===== src/rtl/rs485_dir_pkg.sv =====
package rs485_dir_pkg;

    typedef enum logic [1:0] {
        DIR_IDLE = 2'd0,
        DIR_SEND = 2'd1,
        DIR_HOLD = 2'd2
    } dir_state_e;

    typedef struct packed {
        dir_state_e state;
    } dir_fsm_regs_t;

    typedef struct packed {
        logic on;
    } dir_out_regs_t;

endpackage


===== src/rtl/rs485_hold_timer.sv =====
module rs485_hold_timer #(
    parameter int CNT_W = 8
) (
    input  logic             clk,
    input  logic             rst_n,
    input  logic             load_i,
    input  logic [CNT_W-1:0] load_val_i,
    input  logic             clear_i,
    input  logic             tick_i,
    output logic             expire_o,
    output logic             busy_o
);

    localparam logic [CNT_W-1:0] ONE = CNT_W'(1);

    typedef struct packed {
        logic [CNT_W-1:0] cnt;
    } timer_regs_t;

    timer_regs_t r_q, r_d;

    always_comb begin
        r_d = r_q;
        if (clear_i) begin
            r_d.cnt = '0;
        end else if (load_i) begin
            r_d.cnt = load_val_i;
        end else if (tick_i && (r_q.cnt != '0)) begin
            r_d.cnt = r_q.cnt - ONE;
        end
    end

    always_ff @(posedge clk) begin
        if (!rst_n) r_q <= '0;
        else        r_q <= r_d;
    end

    assign expire_o = tick_i && (r_q.cnt == ONE) && !load_i && !clear_i;
    assign busy_o   = (r_q.cnt != '0);

    // the count holds still on cycles without a tick, load or clear
    assert_count_stable_R5: assert property (@(posedge clk) disable iff (!rst_n)
        (!tick_i && !load_i && !clear_i) |=> $stable(r_q.cnt));

    // a tick on a running count removes exactly one bit time
    assert_count_step_R5: assert property (@(posedge clk) disable iff (!rst_n)
        (tick_i && !load_i && !clear_i && busy_o) |=> (r_q.cnt == $past(r_q.cnt) - ONE));

endmodule


===== src/rtl/rs485_dir_fsm.sv =====
module rs485_dir_fsm
    import rs485_dir_pkg::*;
(
    input  logic       clk,
    input  logic       rst_n,
    input  logic       tx_pending_i,
    input  logic       stop_done_i,
    input  logic       hold_zero_i,
    input  logic       expire_i,
    output logic       load_o,
    output logic       clear_o,
    output logic       drive_d_o,
    output dir_state_e state_o
);

    dir_fsm_regs_t r_q, r_d;

    always_comb begin
        r_d     = r_q;
        load_o  = 1'b0;
        clear_o = 1'b0;
        unique case (r_q.state)
            DIR_IDLE: begin
                if (tx_pending_i) r_d.state = DIR_SEND;
            end
            DIR_SEND: begin
                if (stop_done_i && !tx_pending_i) begin
                    if (hold_zero_i) begin
                        r_d.state = DIR_IDLE;
                    end else begin
                        load_o    = 1'b1;
                        r_d.state = DIR_HOLD;
                    end
                end
            end
            DIR_HOLD: begin
                if (tx_pending_i) begin
                    clear_o   = 1'b1;
                    r_d.state = DIR_SEND;
                end else if (expire_i) begin
                    r_d.state = DIR_IDLE;
                end
            end
            default: r_d.state = DIR_IDLE;
        endcase
        drive_d_o = (r_d.state != DIR_IDLE);
    end

    always_ff @(posedge clk) begin
        if (!rst_n) r_q.state <= DIR_IDLE;
        else        r_q       <= r_d;
    end

    assign state_o = r_q.state;

    // sending ends only through a stop strobe
    assert_send_holds_R7: assert property (@(posedge clk) disable iff (!rst_n)
        (r_q.state == DIR_SEND && !stop_done_i) |=> (r_q.state == DIR_SEND));

    // new data during a hold always returns to sending
    assert_hold_cancel_R6: assert property (@(posedge clk) disable iff (!rst_n)
        (r_q.state == DIR_HOLD && tx_pending_i) |=> (r_q.state == DIR_SEND));

endmodule


===== src/rtl/rs485_dir_ctrl.sv =====
module rs485_dir_ctrl
    import rs485_dir_pkg::*;
#(
    parameter int HOLD_W = 8
) (
    input  logic              clk,
    input  logic              rst_n,
    input  logic              tx_pending,
    input  logic              stop_done,
    input  logic              baud_tick,
    input  logic              force_on,
    input  logic              invert,
    input  logic [HOLD_W-1:0] hold_len,
    output logic              dir_pin
);

    logic       load, clear, expire, busy, fsm_drive_d;
    dir_state_e state;

    rs485_hold_timer #(.CNT_W(HOLD_W)) u_timer (
        .clk        (clk),
        .rst_n      (rst_n),
        .load_i     (load),
        .load_val_i (hold_len),
        .clear_i    (clear),
        .tick_i     (baud_tick),
        .expire_o   (expire),
        .busy_o     (busy)
    );

    rs485_dir_fsm u_fsm (
        .clk          (clk),
        .rst_n        (rst_n),
        .tx_pending_i (tx_pending),
        .stop_done_i  (stop_done),
        .hold_zero_i  (hold_len == '0),
        .expire_i     (expire),
        .load_o       (load),
        .clear_o      (clear),
        .drive_d_o    (fsm_drive_d),
        .state_o      (state)
    );

    dir_out_regs_t o_q, o_d;

    always_comb begin
        o_d    = o_q;
        o_d.on = force_on || fsm_drive_d;
    end

    always_ff @(posedge clk) begin
        if (!rst_n) o_q <= '0;
        else        o_q <= o_d;
    end

    // asserted level follows invert: high when set, low when clear
    assign dir_pin = invert ? o_q.on : !o_q.on;

    // the override wins over every other control
    assert_force_wins_R9: assert property (@(posedge clk) disable iff (!rst_n)
        force_on |=> o_q.on);

    // pending data turns the driver on at the next edge
    assert_pending_drives_R2: assert property (@(posedge clk) disable iff (!rst_n)
        tx_pending |=> o_q.on);

    // a hold in progress always has bit times left on the timer
    assert_hold_has_count_R4: assert property (@(posedge clk) disable iff (!rst_n)
        (state == DIR_HOLD) |-> busy);

    // a zero hold leaves the driver off right after the strobe
    assert_zero_hold_R3: assert property (@(posedge clk) disable iff (!rst_n)
        (state == DIR_SEND && stop_done && !tx_pending && hold_len == '0 && !force_on)
        |=> !o_q.on);

endmodule


===== config.mk =====
export PLATFORM = sky130hd
export DESIGN_NAME = rs485_dir_ctrl
export DESIGN_NICKNAME = d
export VERILOG_FILES = /design/src/rtl/rs485_dir_pkg.sv /design/src/rtl/rs485_hold_timer.sv /design/src/rtl/rs485_dir_fsm.sv /design/src/rtl/rs485_dir_ctrl.sv
export SDC_FILE = /design/constraint.sdc
export NUM_CORES = 1
export LEC_CHECK = 0
export CAP_MARGIN = 5
export CORE_MARGIN = 2
export CORE_UTILIZATION = 49
export DETAILED_ROUTE_END_ITERATION = 12
export DONT_BUFFER_PORTS = 1
export SYNTH_ARGS = -nofsm -noshare
export SYNTH_HDL_FRONTEND = slang
export SYNTH_SLANG_ARGS = --single-unit

===== constraint.sdc =====
create_clock -name clk -period 2.5 [get_ports clk]
set_input_delay 0.375 -clock clk [delete_from_list [all_inputs] [get_ports clk]]
set_output_delay 0.375 -clock clk [all_outputs]
set_load 0.01 [all_outputs]

* After elaboration in Yosys (flattened, before gate mapping) *
Index checks and enable logic that the tools add are counted.

operators by class
  add/subtract/negate cells = 1
  equality and inequality tests = 3
  muxes and demuxes = 14
  bitwise operators = 1
  reduce and logical (&&, ||, !) cells = 16

operators with widths
  cell                   count
  $mux W8                2
  $mux W2                5
  $eq A8 B1 Y1 const B   1
  $logic_not A8 Y1       1
  $reduce_bool A8 Y1     1
  $sub A8 B1 Y8 const B  1
  $mux W1                6
  $pmux W2 S3            1
  $logic_and A1 B1 Y1    5
  $logic_not A1 Y1       4
  $reduce_bool A2 Y1     2
  $eq A2 B1 Y1 const B   1
  $eq A2 B2 Y1 const B   1
  $logic_not A2 Y1       1
  $reduce_or A2 Y1       1
  $logic_or A1 B1 Y1     1
  $not A1 Y1             1

word-level totals
  flip-flop bits (word level) = 11
  bits of input ports = 15
  logic and storage cells = 38

* Longest topological paths before layout *
Gate-level depths: netlist (run 1).

  word-level depth = 12
  mapped depth = 6

* Modules after synthesis *
A second synthesis (run 1) with hierarchy kept.

unflattened totals
  cell total of the unflattened synthesis = 84
  area, all modules = 715.7 um^2

by module, submodules not included
  module            times used  cells an instance  area each (um^2)
  rs485_hold_timer  1           62                 523.0
  rs485_dir_fsm     1           16                 137.6
  rs485_dir_ctrl    1           6                  55.1

* Worst setup path before layout (run 1) *
Ideal clock, no wire load.

  path kind = reg2reg
  start point = register u_timer.r_q[0] in the netlist's numbering
  end point = register u_timer.r_q[1] in the netlist's numbering
  library setup time = 86 ps
  data arrival time = 1,698 ps
  data required time = 2,414 ps
  slack = 716 ps
  stages on the path, launching flop included = 7
  buffers on the path = 0
  cells stage by stage = dfxtp_1 -> inv_1 -> ha_1 -> nor4b_1 -> a21boi_0 -> a21bo_1 -> a221oi_2

on the way
  longest elaborated chain between the ends = 3
  elaborated cells between the ends (all ways) = 6
  those cells by class = 1 x add/sub; 2 x mux; 3 x reduce/logical

ends and longest elaborated chain
  what                                                        RTL line                text
  from (decl)                                                 rs485_hold_timer.sv:20  timer_regs_t r_q, r_d;
  from (signal assigned)                                      rs485_hold_timer.sv:35  else r_q <= r_d;
  $sub A8 B1 Y8 / $reduce_bool A8 Y1 (equally long branches)  --
  $mux W8 / $logic_and A1 B1 Y1 (equally long branches)       rs485_hold_timer.sv:28  end else if (tick_i && (r_q.cnt != '0)) begin
  $mux W8 / $reduce_bool A2 Y1 (equally long branches)        --

Several ways; a longest one is shown, not always the timed one. The select of a mux whose other input is x is not followed.
A chain may end at the register's enable or synchronous reset.

* Final worst setup path (run 1) *
Ends and elaborated chain as after synthesis.

==> metrics.md, run 1 <==
| Metric | Value |
|---|---|
| Status | `finished, final reports clean` |
| Most frequent cells in the layout | `dfxtp_1 (11), nor2_1 (10), a211oi_1 (7)` |
| Vias in the first global route | `577` |
| Setup slack at placement | `249.7 ps` |
| Ports | `16` |
| All-Layer GR Usage | `19.61%` |
| CTS root buffer | `clkbuf_4` |
| Fill cells | `149` |
| First-pass GRT wire length | `2.642 mm` |
| HPWL Detailed | `1.221 mm` |
| Largest net degree at the start of global routing | `11` |
| CTS H-tree lvls | `1` |
| Area Overhead vs Synth | `6.294%` |
| Core ar. | `0.001334 sq mm` |
| WP data required | `2690 ps` |
| Iter 0 DRT Violations | `16` |
| DR WL/cell | `15.29 um` |
| DR vias | `636` |
| Relative slew slack | `49.24%` |
| Post-synthesis sequential area ratio | `30.77%` |
| Tmin final | `2256 ps` |
| Drt total wl | `1.560 mm` |
| Post-CTS Hold Fix Bufs | `0` |
| CTS buffer count | `3` |
| Mean post-synth cell area | `8.623 sq um` |
| Final Wtd Congestion | `0.8151` |
| Worst Path Arrival | `2450 ps` |
| Peak Freq | `443.3 MHz` |
| Initial antenna violation count | `0` |
| Worst flop-to-flop path startpoint | `u_timer.r_q[0]` |
| Clock sink total | `11` |
| Via density | `6.235` |
| Yosys reg bits | `11` |
| Remaining Overflow, GRT | `0` |
| Hold crit path type | `input pin to flop` |
| Worst-margin pin slew | `750.8 ps` |
| Clk slew on worst S/H paths | `70 ps` |
| CTS tree | `done` |
| VDD IR max | `0.5125 mV` |
| Chip height | `42.22 um` |
| Final net count | `106` |
| Synthesized net count | `101` |
| Post-CTS Setup Bufs | `0` |
| Mapped Area | `715.7 sq um` |
| PortBufs | `0` |
| Crit path to | `u_timer.r_q[1]` |
| Max-cap violations | `0` |
| Reg-to-Reg End | `u_timer.r_q[1]` |
| RSZ-0062 raised after global routing | `no` |
| Setup ws final | `244.3 ps` |
| Initial DRT Pass Iterations | `4` |
| Leakage | `0.2927 nW` |
| Drt drc | `0` |
| Crit path kind | `flop to flop` |
| PwrDens | `824.4 mW/mm^2` |
| Worst Reg2Reg Path Length in Cells | `6` |
| Die X-Extent | `42.22 um` |
| Fin. Hold Viols | `0` |
| Post-cts sizing count | `0` |
| # setup viols final | `0` |
| Initial Util | `53.66%` |
| Clock latency on the worst-skew pair | `270 ps` |
| Startpoint types | `flop` |
| CP Capture Type | `flop` |
| DIE AREA | `0.001782 sq mm` |
| Reg2Reg Setup Slack | `240 ps` |
| Final period util | `90.23%` |
| Post-route ant nets | `0` |
| Leading cell type in the layout, fill and taps excluded | `dfxtp_1` |
| Setup_tns | `0 ps` |
| Max-slew violations | `0` |
| FP Rows | `13` |
| Syn Inst Count | `83` |
| CP Max Fanout | `5` |
| CP Launch Point | `u_timer.r_q[0]` |
| Share of cells above drive strength 1 | `10.34%` |
| Antenna diodes | `0` |
| CTS max path bufs | `2` |
| Synth unique cells | `35` |
| Setup Skew | `4.192 ps` |
| Yosys warns | `0` |
-- cell families (layout without fill, tap and decap cells) --
family                   count (synthesis)  in the layout  share of synthesized area [%]
buffers and inverters                    7             11                          4.196
AO/OA/AOI/OAI                           25             25                          27.97
AND/OR/NAND/NOR                         33             33                          26.40
flip-flops                              11             11                          30.77
adder cells (fa/ha/maj)                  3              3                          5.245
XOR/XNOR                                 1              1                          1.224
multiplexers                             3              3                          4.196
-- layer usage --
layer	share of wire [%]	up-vias	track usage, %
met2	40	30	27.38
met3	9.6	3	6.466
met4	0.45	0	3.750
met1	50	281	29.09
met5	0	-	0
li1	-	322	-
-- through the flow --
stage          hold WS (ps)  instance area, sq um  total power [mW]  utilization (%)  std cells
6_report              223.2                 760.7            0.6272            57.04        102
5_1_grt               214.8                 760.7            0.6879            57.04        102
4_1_cts               219.9                 760.7            0.6314            57.04        102
3_5_place_dp          507.0                 734.5            0.5052            55.07         98
3_3_place_gp          507.0                 734.5            0.5043            55.07         98
2_1_floorplan         496.7                 715.7            0.4547                -         83
-- registers in the layout, indices dropped and copies added (netlist names) --
name / cells
o_q: 1
u_fsm.state_o: 2
u_timer.r_q: 8
-- report_power, final --
| part | switching (mW) | internal, mW |
|---|---|---|
| Sequential | 0.0415 | 0.212 |
| Clock | 0.0603 | 0.0618 |
| Combinational | 0.135 | 0.117 |
-- cell usage after synthesis --
cell	count	area, sq um
dfxtp_1	11	220.2
nor2_1	10	37.54
a211oi_1	7	52.55
inv_1	6	22.52
a21oi_1	4	20.02
nand2_1	4	15.01
a21boi_0	3	22.52
ha_1	3	37.54
mux2i_1	3	30.03
and2_1	2	12.51
nand3_1	2	10.01
nand4_1	2	12.51
nor2b_1	2	12.51
nor3_1	2	10.01
nor3b_1	2	15.01
a21bo_1	1	10.01
a21o_1	1	7.510
a221oi_2	1	15.01
a2bb2oi_1	1	8.760
a31oi_1	1	6.260
and4bb_2	1	12.51
buf_4	1	7.510
nand3b_1	1	7.510
nor4b_1	1	8.760
o211a_1	1	10.01
o211ai_1	1	7.510
o21ai_0	1	5.000
o22ai_1	1	6.260
o31ai_1	1	7.510
o31ai_4	1	21.27
or3_1	1	6.260
or4_1	1	7.510
or4_4	1	11.26
or4b_2	1	10.01
xnor2_1	1	8.760
-- worst min-delay path by stage --
stage	from	endpoint	slack, ps	depth (start not counted)
global route	rst_n	u_fsm.state_o[0]	210	1
floorplan	rst_n	u_fsm.state_o[0]	500	1
global placement	rst_n	u_fsm.state_o[0]	510	1
detailed placement	rst_n	u_fsm.state_o[0]	510	1
finish	rst_n	u_fsm.state_o[0]	220	1
CTS	rst_n	u_fsm.state_o[0]	220	1
-- critical path, cell delays in order, from the launching register on --
cell and delay [ps]:
dfxtp_1 360, inv_1 120, ha_1 230, nor4b_1 640, a21boi_0 320, a21bo_1 260
a221oi_2 240
-- area by class of cell --
type	count	area (sq um)	area share, %
well taps	15	18.77	2.467
repair buffers	1	7.507	0.9868
inverters	6	22.52	2.961
clock buffers	4	26.28	3.454
multi-input cells	65	465.4	61.18
flip-flops and latches	11	220.2	28.95
No activity file was read; power rests on OpenSTA's default activity.
==> inputs of run 2 (changes only) <==
--- a/config.mk
+++ b/config.mk
@@ -10,6 +10,7 @@
 export CORE_UTILIZATION = 49
 export DETAILED_ROUTE_END_ITERATION = 12
 export DONT_BUFFER_PORTS = 1
+export GPL_ROUTABILITY_DRIVEN = 0
 export SYNTH_ARGS = -nofsm -noshare
 export SYNTH_HDL_FRONTEND = slang
 export SYNTH_SLANG_ARGS = --single-unit
==> constraint.sdc (replaced) <==
create_clock -name clk -period 2.2 [get_ports clk]
set_input_delay 0.33 -clock clk [delete_from_list [all_inputs] [get_ports clk]]
set_output_delay 0.33 -clock clk [all_outputs]
set_load 0.01 [all_outputs]
==> metrics.md, run 2 (same netlist as run 1, synthesis figures left out) <==
| Metric | Value |
|---|---|
| Placed cell area | `742.0 sq um (+1.0%)` |
| VDD IR max | `0.6897 mV (+35%)` |
| CP Max Fanout | `5 (unchanged)` |
| Crit path kind | `flop to flop` |
| Hold crit path type | `input pin to flop` |
| RSZ-0062 raised after global routing | `no` |
| Startpoint types | `flop` |
| Max-slew violations | `0 (unchanged)` |
| CTS buffer count | `3 (unchanged)` |
| Setup_tns | `0 ps (unchanged)` |
| Reg2Reg Setup Slack | `340 ps (+100 ps)` |
| Crit path to | `u_timer.r_q[1]` |
| Post-CTS Hold Fix Bufs | `0 (unchanged)` |
| Iter 0 DRT Violations | `21 (+5)` |
| HPWL Detailed | `1.160 mm (-5.0%)` |
| DR vias | `630 (-0.94%)` |
| Final period util | `84.49% (-5.7 points)` |
| Setup ws final | `341.3 ps (+96.92 ps)` |
| # setup viols final | `0 (unchanged)` |
| PortBufs | `0 (unchanged)` |
| Final net count | `107 (+0.94%)` |
| Fin. Hold Viols | `0 (unchanged)` |
| Setup Skew | `11.98 ps (+7.789 ps)` |
| Drt drc | `0 (unchanged)` |
| Ports | `16 (unchanged)` |
| Worst Path Arrival | `2050 ps (-400 ps)` |
| Peak Freq | `538.0 MHz (+21%)` |
| Chip height | `42.22 um (unchanged)` |
| Remaining Overflow, GRT | `0 (unchanged)` |
| All-Layer GR Usage | `18.67% (-0.94 points)` |
| Die X-Extent | `42.22 um (unchanged)` |
| DIE AREA | `0.001782 sq mm (unchanged)` |
| DR WL/cell | `14.61 um (-4.5%)` |
| Largest Register | `u_timer.r_q` |
| Antenna diodes | `0 (unchanged)` |
| Clk slew on worst S/H paths | `70 ps (about the same)` |
| Post-route ant nets | `0 (unchanged)` |
| First-pass GRT wire length | `2.504 mm (-5.2%)` |
| CTS root buffer | `clkbuf_4` |
| Worst flop-to-flop path startpoint | `u_timer.r_q[0]` |
| CTS H-tree lvls | `1 (unchanged)` |
| Footprint of the multi-input gates | `471.7 sq um (+1.3%)` |
| Drt total wl | `1.505 mm (-3.5%)` |
| CTS tree | `done` |
| Leading cell type in the layout, fill and taps excluded | `dfxtp_1` |
| Largest net degree at the start of global routing | `10 (-1)` |
| Int Power | `0.4616 mW (+18%)` |
| Initial antenna violation count | `0 (unchanged)` |
| Clock latency on the worst-skew pair | `270 ps (about the same)` |
| Clock sink total | `11 (unchanged)` |
| Vias in the first global route | `573 (-0.69%)` |
| Most frequent cells in the layout | `dfxtp_1 (11), nor2_1 (10), a211oi_1 (7)` |
| CP Launch Point | `u_timer.r_q[0]` |
| Core ar. | `0.001334 sq mm (unchanged)` |
| Finished Layout Cells | `103 (+0.98%)` |
| Worst Reg2Reg Path Length in Cells | `6 (unchanged)` |
| Via density | `6.117 (-1.9%)` |
| Area Overhead vs Synth | `8.217%` |
| WP data required | `2400 ps (-290 ps)` |
| FP Rows | `13 (unchanged)` |
| Reg-to-Reg End | `u_timer.r_q[1]` |
| Hold path depth | `1 (unchanged)` |
| Initial DRT Pass Iterations | `4 (unchanged)` |
| Design area | `774.5 sq um (+1.8%)` |
| Setup slack at placement | `165.1 ps (-84.54 ps)` |
| Leakage | `0.2998 nW (+2.4%)` |
| PwrDens | `945.8 mW/mm^2 (+15%)` |
| Placed instance count | `99 (+1.0%)` |
| Flop pwr share | `39.5% (-0.9 points)` |
| CTS max path bufs | `2 (unchanged)` |
| Largest register FFs | `8 (unchanged)` |
| Fill cells | `138 (-7.4%)` |
| CP Capture Type | `flop` |
| Sw power | `0.2709 mW (+15%)` |
| Relative slew slack | `70.79% (+22 points)` |
| Clock power frac | `18.8% (-0.7 points)` |
| WHS | `171.2 ps (-52.04 ps)` |
| Max-cap violations | `0 (unchanged)` |
| Storage element area | `220.2 sq um (unchanged)` |
| Tmin final | `1859 ps (-396.9 ps)` |
| Initial Util | `53.66% (unchanged)` |
| Switching part of the total | `36.99% (-0.69 points)` |
| Share of cells above drive strength 1 | `12.50% (+2.2 points)` |
| Worst-margin pin slew | `434.3 ps (-316.5 ps)` |
| Status | `finished, final reports clean` |
| Share of power burned in combinational logic | `41.7% (+1.5 points)` |
-- run 2: changes by cell type in the layout (fill, tap and decap cells not counted) --
cell / before / now
buf_4: 1 / 2
nor4b_1: 1 / 0
nor4b_2: 0 / 1
-- run 2: worst min path at each step --
| stage | endpoint | from | slack (ps) |
|---|---|---|---|
| final | u_fsm.state_o[0] | rst_n | 170 |
| after global routing | u_fsm.state_o[0] | rst_n | 180 |
| after CTS | u_fsm.state_o[0] | rst_n | 170 |
| after detailed placement | u_fsm.state_o[0] | rst_n | 460 |
| after global placement | u_fsm.state_o[0] | rst_n | 450 |
| after floorplan | u_fsm.state_o[0] | rst_n | 450 |
-- run 2: final cells by class --
class,instances,share of cell area [%]
repair buffers,2,1.939
clock buffers,4,3.393
well taps,15,2.423
multi-input cells,65,60.90
inverters,6,2.908
flip-flops and latches,11,28.43
-- run 2: critical path: stages (launching register included) --
cell and delay (ps):
dfxtp_1 350, inv_1 100, ha_1 220, nor4b_2 360
a21boi_0 260, a21bo_1 250, a221oi_2 240
-- run 2: per-layer routing --
metal	global-route usage, %	wire, um
met1	24.80	695
met2	29.23	660
met3	6.466	132
met4	3.750	17
met5	0	0
-- run 2: per-stage QoR --
stage	utilization (%)	total power, mW
after floorplan	-	0.5167
after global placement	55.63	0.5896
after detailed placement	55.63	0.5866
after CTS	57.60	0.7289
after global routing	58.07	0.7918
final	58.07	0.7325
-- run 2: power groups by stage --
stage | Clock, mW | Combinational, mW | Sequential [mW]
6_report | 0.138 | 0.306 | 0.289
5_1_grt | 0.148 | 0.348 | 0.295
3_3_place_gp | 0 | 0.300 | 0.290
3_5_place_dp | 0 | 0.297 | 0.290
2_1_floorplan | 0 | 0.238 | 0.279
4_1_cts | 0.143 | 0.301 | 0.286
-- run 2: repair_timing --
item / 4_1_cts / 5_1_grt
gates resized for setup: 0 / 1
setup endpoints to repair: 0 / 1
buffers inserted: 0 / 0
==> inputs of run 3 (changes only) <==
==> constraint.sdc (replaced) <==
create_clock -name clk -period 1.9 [get_ports clk]
set_input_delay 0.285 -clock clk [delete_from_list [all_inputs] [get_ports clk]]
set_output_delay 0.285 -clock clk [all_outputs]
set_load 0.01 [all_outputs]
==> metrics.md, run 3 (same netlist as run 1, synthesis figures left out) <==
| Metric | Value |
|---|---|
| Largest net degree at the start of global routing | `10 (unchanged)` |
| Footprint of the multi-input gates | `480.5 sq um (+1.9%)` |
| CTS max path bufs | `2 (unchanged)` |
| Largest register FFs | `8 (unchanged)` |
| CP Capture Type | `flop` |
| Area Overhead vs Synth | `12.76%` |
| WHS | `132.4 ps (-38.77 ps)` |
| Hold Startpoint | `rst_n` |
| Post-route ant nets | `0 (unchanged)` |
| CP Cell Sequence | `inv_1, ha_1, nor4b_4, or4_1, o211a_1, nor3_1` |
| Worst-margin pin slew | `358.1 ps (-76.19 ps)` |
| Fin. Hold Viols | `0 (unchanged)` |
| VDD IR max | `0.5856 mV (-15%)` |
| Ports | `16 (unchanged)` |
| Clk slew on worst S/H paths | `70 ps (about the same)` |
| Drt drc | `0 (unchanged)` |
| DIE AREA | `0.001782 sq mm (unchanged)` |
| Worst flop-to-flop path startpoint | `u_timer.r_q[1]` |
| Final period util | `91.73% (+7.2 points)` |
| CP Buf/Inv Count | `1 (unchanged)` |
| Relative slew slack | `75.91% (+5.1 points)` |
| Reg-to-Reg End | `u_timer.r_q[4]` |
| Die X-Extent | `42.22 um (unchanged)` |
| Worst Path Arrival | `1930 ps (-120 ps)` |
| DR WL/cell | `15.19 um (+3.9%)` |
| CTS tree | `done` |
| Status | `finished, final reports clean` |
| Power, Total | `0.9185 mW (+25%)` |
| PortBufs | `0 (unchanged)` |
| Chip height | `42.22 um (unchanged)` |
| Largest Register | `u_timer.r_q` |
| Tmin final | `1743 ps (-115.9 ps)` |
| Initial Util | `53.66% (unchanged)` |
| Kind of cell adding the most delay to the critical path | `simple AND/OR/NAND/NOR gates` |
| Max-cap violations | `0 (unchanged)` |
| Max-slew violations | `0 (unchanged)` |
| PwrDens | `1138 mW/mm^2 (+20%)` |
| Post-CTS Hold Fix Bufs | `0 (unchanged)` |
| CTS H-tree lvls | `1 (unchanged)` |
| Peak Freq | `573.8 MHz (+6.6%)` |
| First-pass GRT wire length | `2.808 mm (+12%)` |
| FP Rows | `13 (unchanged)` |
| Worst hold endpoint | `u_fsm.state_o[0]` |
| Clock latency on the worst-skew pair | `270 ps (about the same)` |
| Leakage | `0.3223 nW (+7.5%)` |
| Most frequent cells in the layout | `nor2_1 (10), dfxtp_1 (10), a211oi_1 (7)` |
| Setup Skew | `4.336 ps (-7.646 ps)` |
| Post-CTS Setup Bufs | `0 (unchanged)` |
| CTS buffer count | `3 (unchanged)` |
| CTS root buffer | `clkbuf_4` |
| Clock sink total | `11 (unchanged)` |
| Startpoint types | `flop` |
| Hold path depth | `1 (unchanged)` |
| Setup slack at placement | `-38.12 ps (-203.3 ps)` |
| Initial antenna violation count | `0 (unchanged)` |
| Max incr delay on CP | `470 ps (+110 ps)` |
| HPWL Detailed | `1.271 mm (+9.6%)` |
| WP data required | `2090 ps (-310 ps)` |
| Worst Reg2Reg Path Length in Cells | `6 (unchanged)` |
| RSZ-0062 raised after global routing | `no` |
| Share of cells above drive strength 1 | `16.48% (+4.0 points)` |
| Storage element area | `221.5 sq um (+0.57%)` |
| Via density | `6.208 (+1.5%)` |
| # setup viols final | `0 (unchanged)` |
| Reg2Reg Setup Slack | `160 ps (-180 ps)` |
| Antenna diodes | `0 (unchanged)` |
| Core ar. | `0.001334 sq mm (unchanged)` |
| DR vias | `658 (+4.4%)` |
| CP max-delay cell | `or4_1` |
| All-Layer GR Usage | `21.16% (+2.5 points)` |
| Vias in the first global route | `638 (+11%)` |
| Initial DRT Pass Iterations | `4 (unchanged)` |
| Crit path kind | `flop to flop` |
| Hold crit path type | `input pin to flop` |
| Final net count | `110 (+2.8%)` |
| Remaining Overflow, GRT | `0 (unchanged)` |
| Final design utilization | `60.51% (+2.4 points)` |
| CP Max Fanout | `4 (-1)` |
| Iter 0 DRT Violations | `21 (unchanged)` |
| Setup ws final | `157.2 ps (-184.1 ps)` |
| Drt total wl | `1.610 mm (+7.0%)` |
| Fill cells | `131 (-5.1%)` |
==> run 3: final cells by class <==
| type | count | share of cell area (%) |
|---|---|---|
| clock buffers | 4 | 3.256 |
| inverters | 6 | 2.791 |
| well taps | 15 | 2.326 |
| multi-input cells | 65 | 59.53 |
| repair buffers | 5 | 4.651 |
| flip-flops and latches | 11 | 27.44 |
==> run 3: timing repair <==
action                     CTS  global route
resized for setup            1             2
setup endpoints to repair    2             3
pin swaps                    0             0
cloned                       0             0
==> run 3: where the power goes <==
group,switching (mW),total [mW],internal (mW)
Clock,0.0831,0.164,0.0813
Combinational,0.198,0.418,0.220
Sequential,0.0558,0.336,0.280
Total,0.337,0.919,0.581
==> run 3: how the worst max path moves through the flow <==
| stage | to | cells past startpoint | startpoint |
|---|---|---|---|
| CTS | u_timer.r_q[4] | 6 | u_timer.r_q[1] |
| floorplan | u_timer.r_q[1] | 6 | u_timer.r_q[0] |
| finish | u_timer.r_q[4] | 6 | u_timer.r_q[1] |
| detailed placement | u_timer.r_q[1] | 6 | u_timer.r_q[1] |
| global placement | u_timer.r_q[1] | 6 | u_timer.r_q[1] |
| global route | u_timer.r_q[4] | 6 | u_timer.r_q[1] |
==> run 3: per-stage QoR <==
stage / TNS, ps / area, sq um / std cells
2_1_floorplan: 0 / 715.7 / 83
3_3_place_gp: -80.57 / 764.5 / 102
3_5_place_dp: -38.12 / 764.5 / 102
4_1_cts: 0 / 797.0 / 106
5_1_grt: 0 / 807.0 / 106
6_report: 0 / 807.0 / 106
==> run 3: metal layers <==
layer	vias to the layer above	track usage, %	share of wire [%]
li1	328	-	-
met1	301	29.89	48
met2	24	29.85	42
met3	5	4.310	7.8
met4	0	11.25	2.2
met5	-	0	0
